### src/rtl/edh_arb_pkg.sv
package edh_arb_pkg;

    localparam int NGRP = 3;

    // Group index order inside packed flag vectors
    localparam int GRP_ANC = 0;
    localparam int GRP_FF  = 1;
    localparam int GRP_AP  = 2;

    typedef enum logic [1:0] {
        SEL_FF   = 2'b00,
        SEL_ANC  = 2'b01,
        SEL_AP   = 2'b10,
        SEL_RSVD = 2'b11
    } fsel_e;

    typedef struct packed {
        logic bypass;
        logic crc_only;
        logic rx_role;
    } mode_t;

    typedef enum logic [1:0] {
        SRC_ZERO,
        SRC_PASS,
        SRC_MERGE,
        SRC_LOCAL
    } base_src_e;

    // One-hot group decode of a select code; reserved code gives zero
    function automatic logic [NGRP-1:0] sel_decode(input logic [1:0] sel);
        logic [NGRP-1:0] oh;
        oh = '0;
        case (fsel_e'(sel))
            SEL_ANC: oh[GRP_ANC] = 1'b1;
            SEL_FF:  oh[GRP_FF]  = 1'b1;
            SEL_AP:  oh[GRP_AP]  = 1'b1;
            default: oh = '0;
        endcase
        return oh;
    endfunction

    // Base flag source; bypass beats checksum-only, which beats the role
    function automatic base_src_e pick_base(input mode_t m);
        if (m.bypass)        return SRC_ZERO;
        else if (m.crc_only) return SRC_PASS;
        else if (m.rx_role)  return SRC_MERGE;
        else                 return SRC_LOCAL;
    endfunction

endpackage

### src/rtl/edh_fp_capture.sv
module edh_fp_capture
    import edh_arb_pkg::*;
#(
    parameter int FW    = 5,
    parameter int LINES = 262,
    parameter int CPL   = 1716
) (
    input  logic                clk,
    input  logic                rst,
    input  logic                fp_wr_en,
    input  logic [1:0]          fp_sel,
    input  logic [FW-1:0]       fp_flags,
    input  logic                pkt_build,
    output logic [NGRP*FW-1:0]  fp_val,
    output logic [NGRP-1:0]     fp_mark,
    output logic [NGRP-1:0]     fp_take
);
    localparam int LAT = LINES * CPL - 15;
    localparam int CW  = $clog2(LAT + 2);

    logic [CW-1:0]   win_cnt;
    logic            win_open;
    logic [NGRP-1:0] sel_oh;

    // Cycles elapsed since the last build, saturating one past the limit
    always_ff @(posedge clk) begin
        if (rst) begin
            win_cnt <= '0;
        end else if (pkt_build) begin
            win_cnt <= '0;
        end else if (win_cnt <= CW'(LAT)) begin
            win_cnt <= win_cnt + 1'b1;
        end
    end

    // A word in the build cycle belongs to the fresh field
    assign win_open = pkt_build || (win_cnt <= CW'(LAT));
    assign sel_oh   = sel_decode(fp_sel);
    assign fp_take  = (fp_wr_en && win_open) ? sel_oh : '0;

    for (genvar g = 0; g < NGRP; g++) begin : g_shadow
        always_ff @(posedge clk) begin
            if (rst) begin
                fp_mark[g]            <= 1'b0;
                fp_val[g*FW +: FW]    <= '0;
            end else if (fp_take[g]) begin
                fp_mark[g]            <= 1'b1;
                fp_val[g*FW +: FW]    <= fp_flags;
            end else if (pkt_build) begin
                fp_mark[g]            <= 1'b0;
            end
        end
    end

endmodule

### src/rtl/edh_host_shadow.sv
module edh_host_shadow
    import edh_arb_pkg::*;
#(
    parameter int FW = 5
) (
    input  logic                clk,
    input  logic                rst,
    input  logic                host_we,
    input  logic [1:0]          host_sel,
    input  logic [FW-1:0]       host_flags,
    input  logic                pkt_build,
    input  logic [NGRP-1:0]     fp_mark,
    input  logic [NGRP-1:0]     fp_take,
    output logic [NGRP*FW-1:0]  host_val,
    output logic [NGRP-1:0]     host_mark
);
    logic [NGRP-1:0] sel_oh;
    logic [NGRP-1:0] blocked;
    logic [NGRP-1:0] take;

    assign sel_oh = sel_decode(host_sel);
    // Port ownership of the current field; in the build cycle it is being released
    assign blocked = (pkt_build ? '0 : fp_mark) | fp_take;
    assign take    = host_we ? (sel_oh & ~blocked) : '0;

    for (genvar g = 0; g < NGRP; g++) begin : g_shadow
        always_ff @(posedge clk) begin
            if (rst) begin
                host_mark[g]           <= 1'b0;
                host_val[g*FW +: FW]   <= '0;
            end else if (take[g]) begin
                host_mark[g]           <= 1'b1;
                host_val[g*FW +: FW]   <= host_flags;
            end else if (pkt_build) begin
                host_mark[g]           <= 1'b0;
            end
        end
    end

endmodule

### src/rtl/edh_flag_merge.sv
module edh_flag_merge
    import edh_arb_pkg::*;
#(
    parameter int FW = 5
) (
    input  mode_t               mode,
    input  logic [NGRP*FW-1:0]  rx_flags,
    input  logic [NGRP*FW-1:0]  loc_err,
    input  logic [NGRP*FW-1:0]  fp_val,
    input  logic [NGRP-1:0]     fp_mark,
    input  logic [NGRP*FW-1:0]  host_val,
    input  logic [NGRP-1:0]     host_mark,
    output logic [NGRP*FW-1:0]  flags_next
);
    base_src_e src;
    assign src = pick_base(mode);

    for (genvar g = 0; g < NGRP; g++) begin : g_grp
        logic [FW-1:0] base;
        always_comb begin
            case (src)
                SRC_PASS:  base = rx_flags[g*FW +: FW];
                SRC_MERGE: base = rx_flags[g*FW +: FW] | loc_err[g*FW +: FW];
                SRC_LOCAL: base = loc_err[g*FW +: FW];
                default:   base = '0;
            endcase
            if (src == SRC_ZERO)
                flags_next[g*FW +: FW] = '0;
            else if (fp_mark[g])
                flags_next[g*FW +: FW] = fp_val[g*FW +: FW];
            else if (host_mark[g])
                flags_next[g*FW +: FW] = host_val[g*FW +: FW];
            else
                flags_next[g*FW +: FW] = base;
        end
    end

endmodule

### src/rtl/edh_flag_arbiter.sv
module edh_flag_arbiter
    import edh_arb_pkg::*;
#(
    parameter int FW    = 5,
    parameter int LINES = 262,
    parameter int CPL   = 1716
) (
    input  logic                clk,
    input  logic                rst,
    input  logic                rx_role,
    input  logic                crc_only,
    input  logic                bypass,
    input  logic [3*FW-1:0]     rx_flags,
    input  logic [3*FW-1:0]     loc_err,
    input  logic                fp_wr_en,
    input  logic [1:0]          fp_sel,
    input  logic [FW-1:0]       fp_flags,
    input  logic                host_we,
    input  logic [1:0]          host_sel,
    input  logic [FW-1:0]       host_flags,
    input  logic                pkt_build,
    output logic [3*FW-1:0]     out_flags,
    output logic                out_stb,
    output logic                crc_replace
);
    logic [NGRP*FW-1:0] fp_val;
    logic [NGRP-1:0]    fp_mark;
    logic [NGRP-1:0]    fp_take;
    logic [NGRP*FW-1:0] host_val;
    logic [NGRP-1:0]    host_mark;
    logic [NGRP*FW-1:0] flags_next;
    mode_t              mode;

    assign mode = '{bypass: bypass, crc_only: crc_only, rx_role: rx_role};

    edh_fp_capture #(.FW(FW), .LINES(LINES), .CPL(CPL)) u_cap (
        .clk(clk), .rst(rst),
        .fp_wr_en(fp_wr_en), .fp_sel(fp_sel), .fp_flags(fp_flags),
        .pkt_build(pkt_build),
        .fp_val(fp_val), .fp_mark(fp_mark), .fp_take(fp_take)
    );

    edh_host_shadow #(.FW(FW)) u_host (
        .clk(clk), .rst(rst),
        .host_we(host_we), .host_sel(host_sel), .host_flags(host_flags),
        .pkt_build(pkt_build), .fp_mark(fp_mark), .fp_take(fp_take),
        .host_val(host_val), .host_mark(host_mark)
    );

    edh_flag_merge #(.FW(FW)) u_merge (
        .mode(mode), .rx_flags(rx_flags), .loc_err(loc_err),
        .fp_val(fp_val), .fp_mark(fp_mark),
        .host_val(host_val), .host_mark(host_mark),
        .flags_next(flags_next)
    );

    always_ff @(posedge clk) begin
        if (rst) begin
            out_flags   <= '0;
            out_stb     <= 1'b0;
            crc_replace <= 1'b0;
        end else begin
            out_stb     <= pkt_build;
            crc_replace <= pkt_build && !bypass;
            if (pkt_build) out_flags <= flags_next;
        end
    end

endmodule

### config.mk
export PLATFORM = sky130hd
export DESIGN_NAME = edh_flag_arbiter
export DESIGN_NICKNAME = d
export VERILOG_FILES = /design/src/rtl/edh_arb_pkg.sv /design/src/rtl/edh_fp_capture.sv /design/src/rtl/edh_host_shadow.sv /design/src/rtl/edh_flag_merge.sv /design/src/rtl/edh_flag_arbiter.sv
export SDC_FILE = /design/constraint.sdc
export NUM_CORES = 1
export LEC_CHECK = 0
export BUFFER_PORTS_ARGS = -buffer_cell sky130_fd_sc_hd__buf_2
export CAP_MARGIN = 40
export CORE_UTILIZATION = 49
export DETAILED_ROUTE_END_ITERATION = 10
export PLACE_DENSITY = 0.79
export SYNTH_ARGS = -nofsm -noshare
export SYNTH_HDL_FRONTEND = slang
export SYNTH_SLANG_ARGS = --single-unit
### constraint.sdc
create_clock -name clk -period 2.2 [get_ports clk]
set_input_delay 0.11 -clock clk [delete_from_list [all_inputs] [get_ports clk]]
set_output_delay 0.11 -clock clk [all_outputs]
set_load 0.01 [all_outputs]
======== Yosys cells after proc, flatten, opt, wreduce, memory -nomap -nowiden ========
Cells that the tools add are included.
operators by class
  add/sub/neg operators ................... 1
  bitwise operators ....................... 6
  reductions and logical operators ........ 14
  multiplexer cells ....................... 31
  magnitude comparators ................... 1
  equality and inequality tests ........... 7
operators with widths
  kind                     count
  $mux W5                  9
  $pmux W5 S3              3
  $add A19 B1 Y19 const B  1
  $le A19 B19 Y1 const B   1
  $or A5 B5 Y5             3
  $mux W1                  14
  $reduce_bool A2 Y1       6
  $mux W3                  3
  $eq A2 B2 Y1 const B     4
  $eq A2 B1 Y1 const B     3
  $logic_not A2 Y1         3
  $mux W2                  2
  $and A3 B3 Y3            1
  $not A3 Y3               1
  $or A3 B3 Y3             1
  $logic_and A1 B1 Y1      2
  $reduce_or A2 Y1         1
  $logic_not A1 Y1         1
  $logic_or A1 B1 Y1       1
word-level totals
  output and inout bits ................... 17
  register bits after elaboration ......... 72

======== Longest topological paths before layout ========
  depth after elaboration ................. 9
  gate-level depth with buffers ........... 8
  gate-level depth less buffers ........... 7

======== By module ========
Synthesis repeated with hierarchy kept, for this count alone.
unflattened totals
  cell total of the unflattened synthesis .. 400
  area total of the unflattened synthesis .. 3823.7 µm²
modules (own cells, without submodules)
  module            times used  area each (µm²)  cells an instance
  edh_fp_capture    1           1825.5           204
  edh_host_shadow   1           757.0            72
  edh_flag_merge    1           643.1            72
  edh_flag_arbiter  1           598.1            52

======== Worst setup path before layout ========
No wires, ideal clock.
  path type ............................... register -> register
  start point ............................. register u_cap.win_cnt[6]
  end point ............................... register u_host.host_val[0]
  data required time ...................... 2128 ps
  period minus slack after synthesis ...... 2280 ps
  setup time .............................. 72 ps
  data arrival time ....................... 2208 ps
  buffers on the path ..................... 1
  path slack .............................. -80 ps
  cell stages (with the launch flop) ...... 7
  cell sequence ........................... dfxtp_1 > or4_4 > o41a_4 > a211oi_4 > a2111o_1 > buf_6 > mux2i_1
on the way
  longest elaborated chain between the ends .. 8
RTL lines
  element                         line                   source
  start: declaration              edh_fp_capture.sv:21   logic [CW-1:0] win_cnt;
  start signal: assignment        edh_fp_capture.sv:32   win_cnt <= win_cnt + 1'b1;
  $le A19 B19 Y1                  edh_fp_capture.sv:37   assign win_open = pkt_build || (win_cnt <= CW'(LAT));
  $logic_or A1 B1 Y1              edh_fp_capture.sv:37
  $logic_and A1 B1 Y1             edh_fp_capture.sv:39   assign fp_take = (fp_wr_en && win_open) ? sel_oh : '0;
  $mux W3                         edh_fp_capture.sv:39
  $or A3 B3 Y3                    edh_host_shadow.sv:23  assign blocked = (pkt_build ? '0 : fp_mark) | fp_take;
  $not A3 Y3                      edh_host_shadow.sv:24  assign take = host_we ? (sel_oh & ~blocked) : '0;
  $and A3 B3 Y3                   edh_host_shadow.sv:24
  $mux W3                         edh_host_shadow.sv:24
  end signal: indexed assignment  edh_host_shadow.sv:33  host_val[g*FW +: FW] <= host_flags;
  end: declaration                edh_host_shadow.sv:14  output logic [NGRP*FW-1:0] host_val,
Every way passes these cells.
A chain may end at the register's enable or synchronous reset.

======== Final worst setup path ========
  start point ............................. register u_cap.win_cnt[9]
  end point ............................... register u_cap.fp_val[4]
on the way
  longest elaborated chain between the ends .. 4
RTL lines
  element                         line                  source
  $le A19 B19 Y1                  edh_fp_capture.sv:37
  $logic_or A1 B1 Y1              edh_fp_capture.sv:37
  $logic_and A1 B1 Y1             edh_fp_capture.sv:39
  $mux W3                         edh_fp_capture.sv:39
  end signal: indexed assignment  edh_fp_capture.sv:48  fp_val[g*FW +: FW] <= fp_flags;
  end: declaration                edh_fp_capture.sv:14  output logic [NGRP*FW-1:0] fp_val,
Every way passes these cells.

==> results.ini <==
[outcome]
status=finished with violations
violations=DRC, setup timing

[logic_synthesis]
syn-num-nets=419
synth-warning-count=0
synthFlopType=dfxtp_1
synth.most_common_cell=dfxtp_1
synthTopCellsByArea=dfxtp_1 (43%), mux2i_1 (9.0%), nor2_1 (6.0%), nand2b_1 (4.1%), a22o_1 (3.9%)
synth_area_leader_cell=dfxtp_1
synth_top_area_share_pct=43.2
synth_area_per_cell_um2=9.14
syn-cell-area_mm2=0.00334
yosys_register_bits=72
synthTopCellsByCount=dfxtp_1 (72), nor2_1 (53), mux2i_1 (30)
synth_edf_count=0
synth_cells=365
synth.distinct_cells=49
async_flop_share_pct=0
seq_area_frac_synth_pct=43.2

[floorplan]
ios=69
die_y_um=84.5
initial_core_util_pct=51.6
rows=29
die-area_mm2=0.00714
core-area_mm2=0.00646
chipWidth_um=84.5

[timing]
slew_headroom_pct=45.1
setup_viol=6
clock.fmax_mhz=449
period_needed_ps=2230
finalClockSkew_ps=11.0
totalNegativeSetupSlack_ps=-84.3
rsz0062_at_grt=true
hold_viol=0
setup_ws_ps=-26.5
tightest_slew_ps=820
whs_ps=76.3
post-route-period-util_pct=101
finalMaxSlewViolations=0

[job]
cap_violations=0

[cts]
cts.clk_slew.worst_paths_ps=70
cts_sinks=72
root_buffer=clkbuf_8
hold_buffers=0
cts_tree=done
clock_path_buffers=2
cts_buffers=9
clkLatencyLatePin_ps=340
htreeDepth=3

[grt]
track_usage_pct=23.6
grt_max_degree=27
grt_pass1_vias=2811
grt_pass1_wl_mm=13.1
antenna_found_initial=0
grt_remaining_overflow=0

[place]
io_buffer_count=68
gp_congestion=0.840
post-dp-hpwl_mm=5.75
dpl_worst_slack_ps=-37.7

[detailed_routing]
viasPerCell=5.44
vias=2862
route.detailed.drc=1
antenna_left=0
drt-initial-drc-count=115
drt_wl_total_mm=8.00
first_pass_iters=7
wl_per_cell_um=15.2

[pwr]
power_density_mw_per_mm2=638
leakagePower_nw=1.74
p_total_w=0.00262
irDropWorstVdd_v=0.000494

[setup_path]
timing.rr.start=u_cap.win_cnt[9]$_SDFFE_PP0P_
critical_path.top_delay_family=compound AO/OA/AOI/OAI gates
worstPathMaxFanout=6
critical_path.max_stage_delay_ps=570
cp.depth=7
start_kind=flip-flop
worst-setup-path-type=reg -> reg
setup.worst_path.start=u_cap.win_cnt[9]$_SDFFE_PP0P_
crit_slowest_cell=or4_4
cp_cell_sequence=or4_4 -> a211oi_4 -> o21ai_4 -> a211oi_4 -> buf_6 -> mux2i_1 -> nor2_1
path_buf_inv=1
worstPathRequired_ps=2410
cpMostUsedCell=a211oi_4
crit_path_end_kind=flip-flop
arrival_ps=2440
reg2reg_depth=7

[cells_and_area]
final_nets=498
diodes=0
nFillCells=541
drive_above_1_share_pct=28.1
area_growth_pct=23.1

[hold_path]
whs_path_depth=3
hold_start=fp_flags[3]
min_path_type=in -> reg

cell usage in the layout (no fill, tap or decap), types with 3 or more instances in the layout:
master,netlist,final
a22o_1,15,15
nand2b_1,22,22
a22oi_1,14,14
xnor2_1,4,4
clkbuf_1,17,4
dfxtp_2,0,3
mux2i_1,30,30
xor2_1,10,10
inv_1,3,3
buf_2,2,68
dfxtp_1,72,69
nand4_1,7,7
o21ai_1,4,4
and3_1,7,5
a21oi_1,22,20
buf_4,0,17
nor2_1,53,53
clkbuf_8,0,9
o21ai_0,16,16
nand2_1,24,24
worst min-delay path: stages:
cell and delay [ps]:
buf_2 120, mux2i_1 70, nor2_1 70
power by group:
part	internal [W]	leakage [nW]	total [W]	switching, W
registers	0.00134	0.586	0.00137	0.0000297
logic	0.000126	1.07	0.000271	0.000144
clock network	0.000524	0.0876	0.000983	0.000459
cell type report:
cell class              instances  area [µm²]  share of cell area (%)
well taps                      77        96.3                    2.35
clock buffers                  13         139                    3.38
inverters                       4        15.0                   0.366
flip-flops and latches         72        1450                    35.2
multi-input cells             268        1840                    44.8
clock inverters                 3        42.5                    1.04
repair buffers                 89         531                    12.9
sequential cells by signal, summed over array words and instances (netlist names):
name	flops
u_cap.fp_val	15
crc_replace	1
u_cap.win_cnt	19
out_flags	15
u_host.host_mark	3
out_stb	1
u_cap.fp_mark	3
u_host.host_val	15
stage by stage:
stage	std cells	util, %	area, µm²
2_1_floorplan	365	-	3340
3_3_place_gp	499	58.3	3770
3_5_place_dp	500	58.4	3770
4_1_cts	517	61.6	3980
5_1_grt	526	63.6	4110
6_report	526	63.6	4110
routing by layer:
| metal | track usage, % | part of all wire (%) |
|---|---|---|
| met1 | 28.7 | 44 |
| met2 | 39.8 | 50 |
| met3 | 6.49 | 3.7 |
| met4 | 9.24 | 2.2 |
| met5 | 0 | 0 |
final timing paths:
path,endpoint,slack (ps)
setup / recovery,u_cap.fp_val[4]$_SDFFE_PP0P_,-30
hold / removal,u_cap.fp_val[13]$_SDFFE_PP0P_,80
setup reg to reg,u_cap.fp_val[4]$_SDFFE_PP0P_,-30
hold reg to reg,out_flags[10]$_SDFFE_PP0P_,480
cells by family after synthesis:
logic type | after synthesis | share of synthesized area (%)
compound gates | 88 | 20.0
xor+xnor | 14 | 3.68
fa+ha+maj | 2 | 0.750
buf+inv | 25 | 3.11
flops | 72 | 43.2
mux | 30 | 9.00
simple gates | 134 | 20.2
repair_timing:
| action | in CTS | in global routing |
|---|---|---|
| gates resized for setup | 0 | 13 |
| pin swaps | 1 | 10 |
| setup buffers | 1 | 10 |
| setup endpoints to repair | 6 | 25 |
Power figures use the tool's default switching activity.
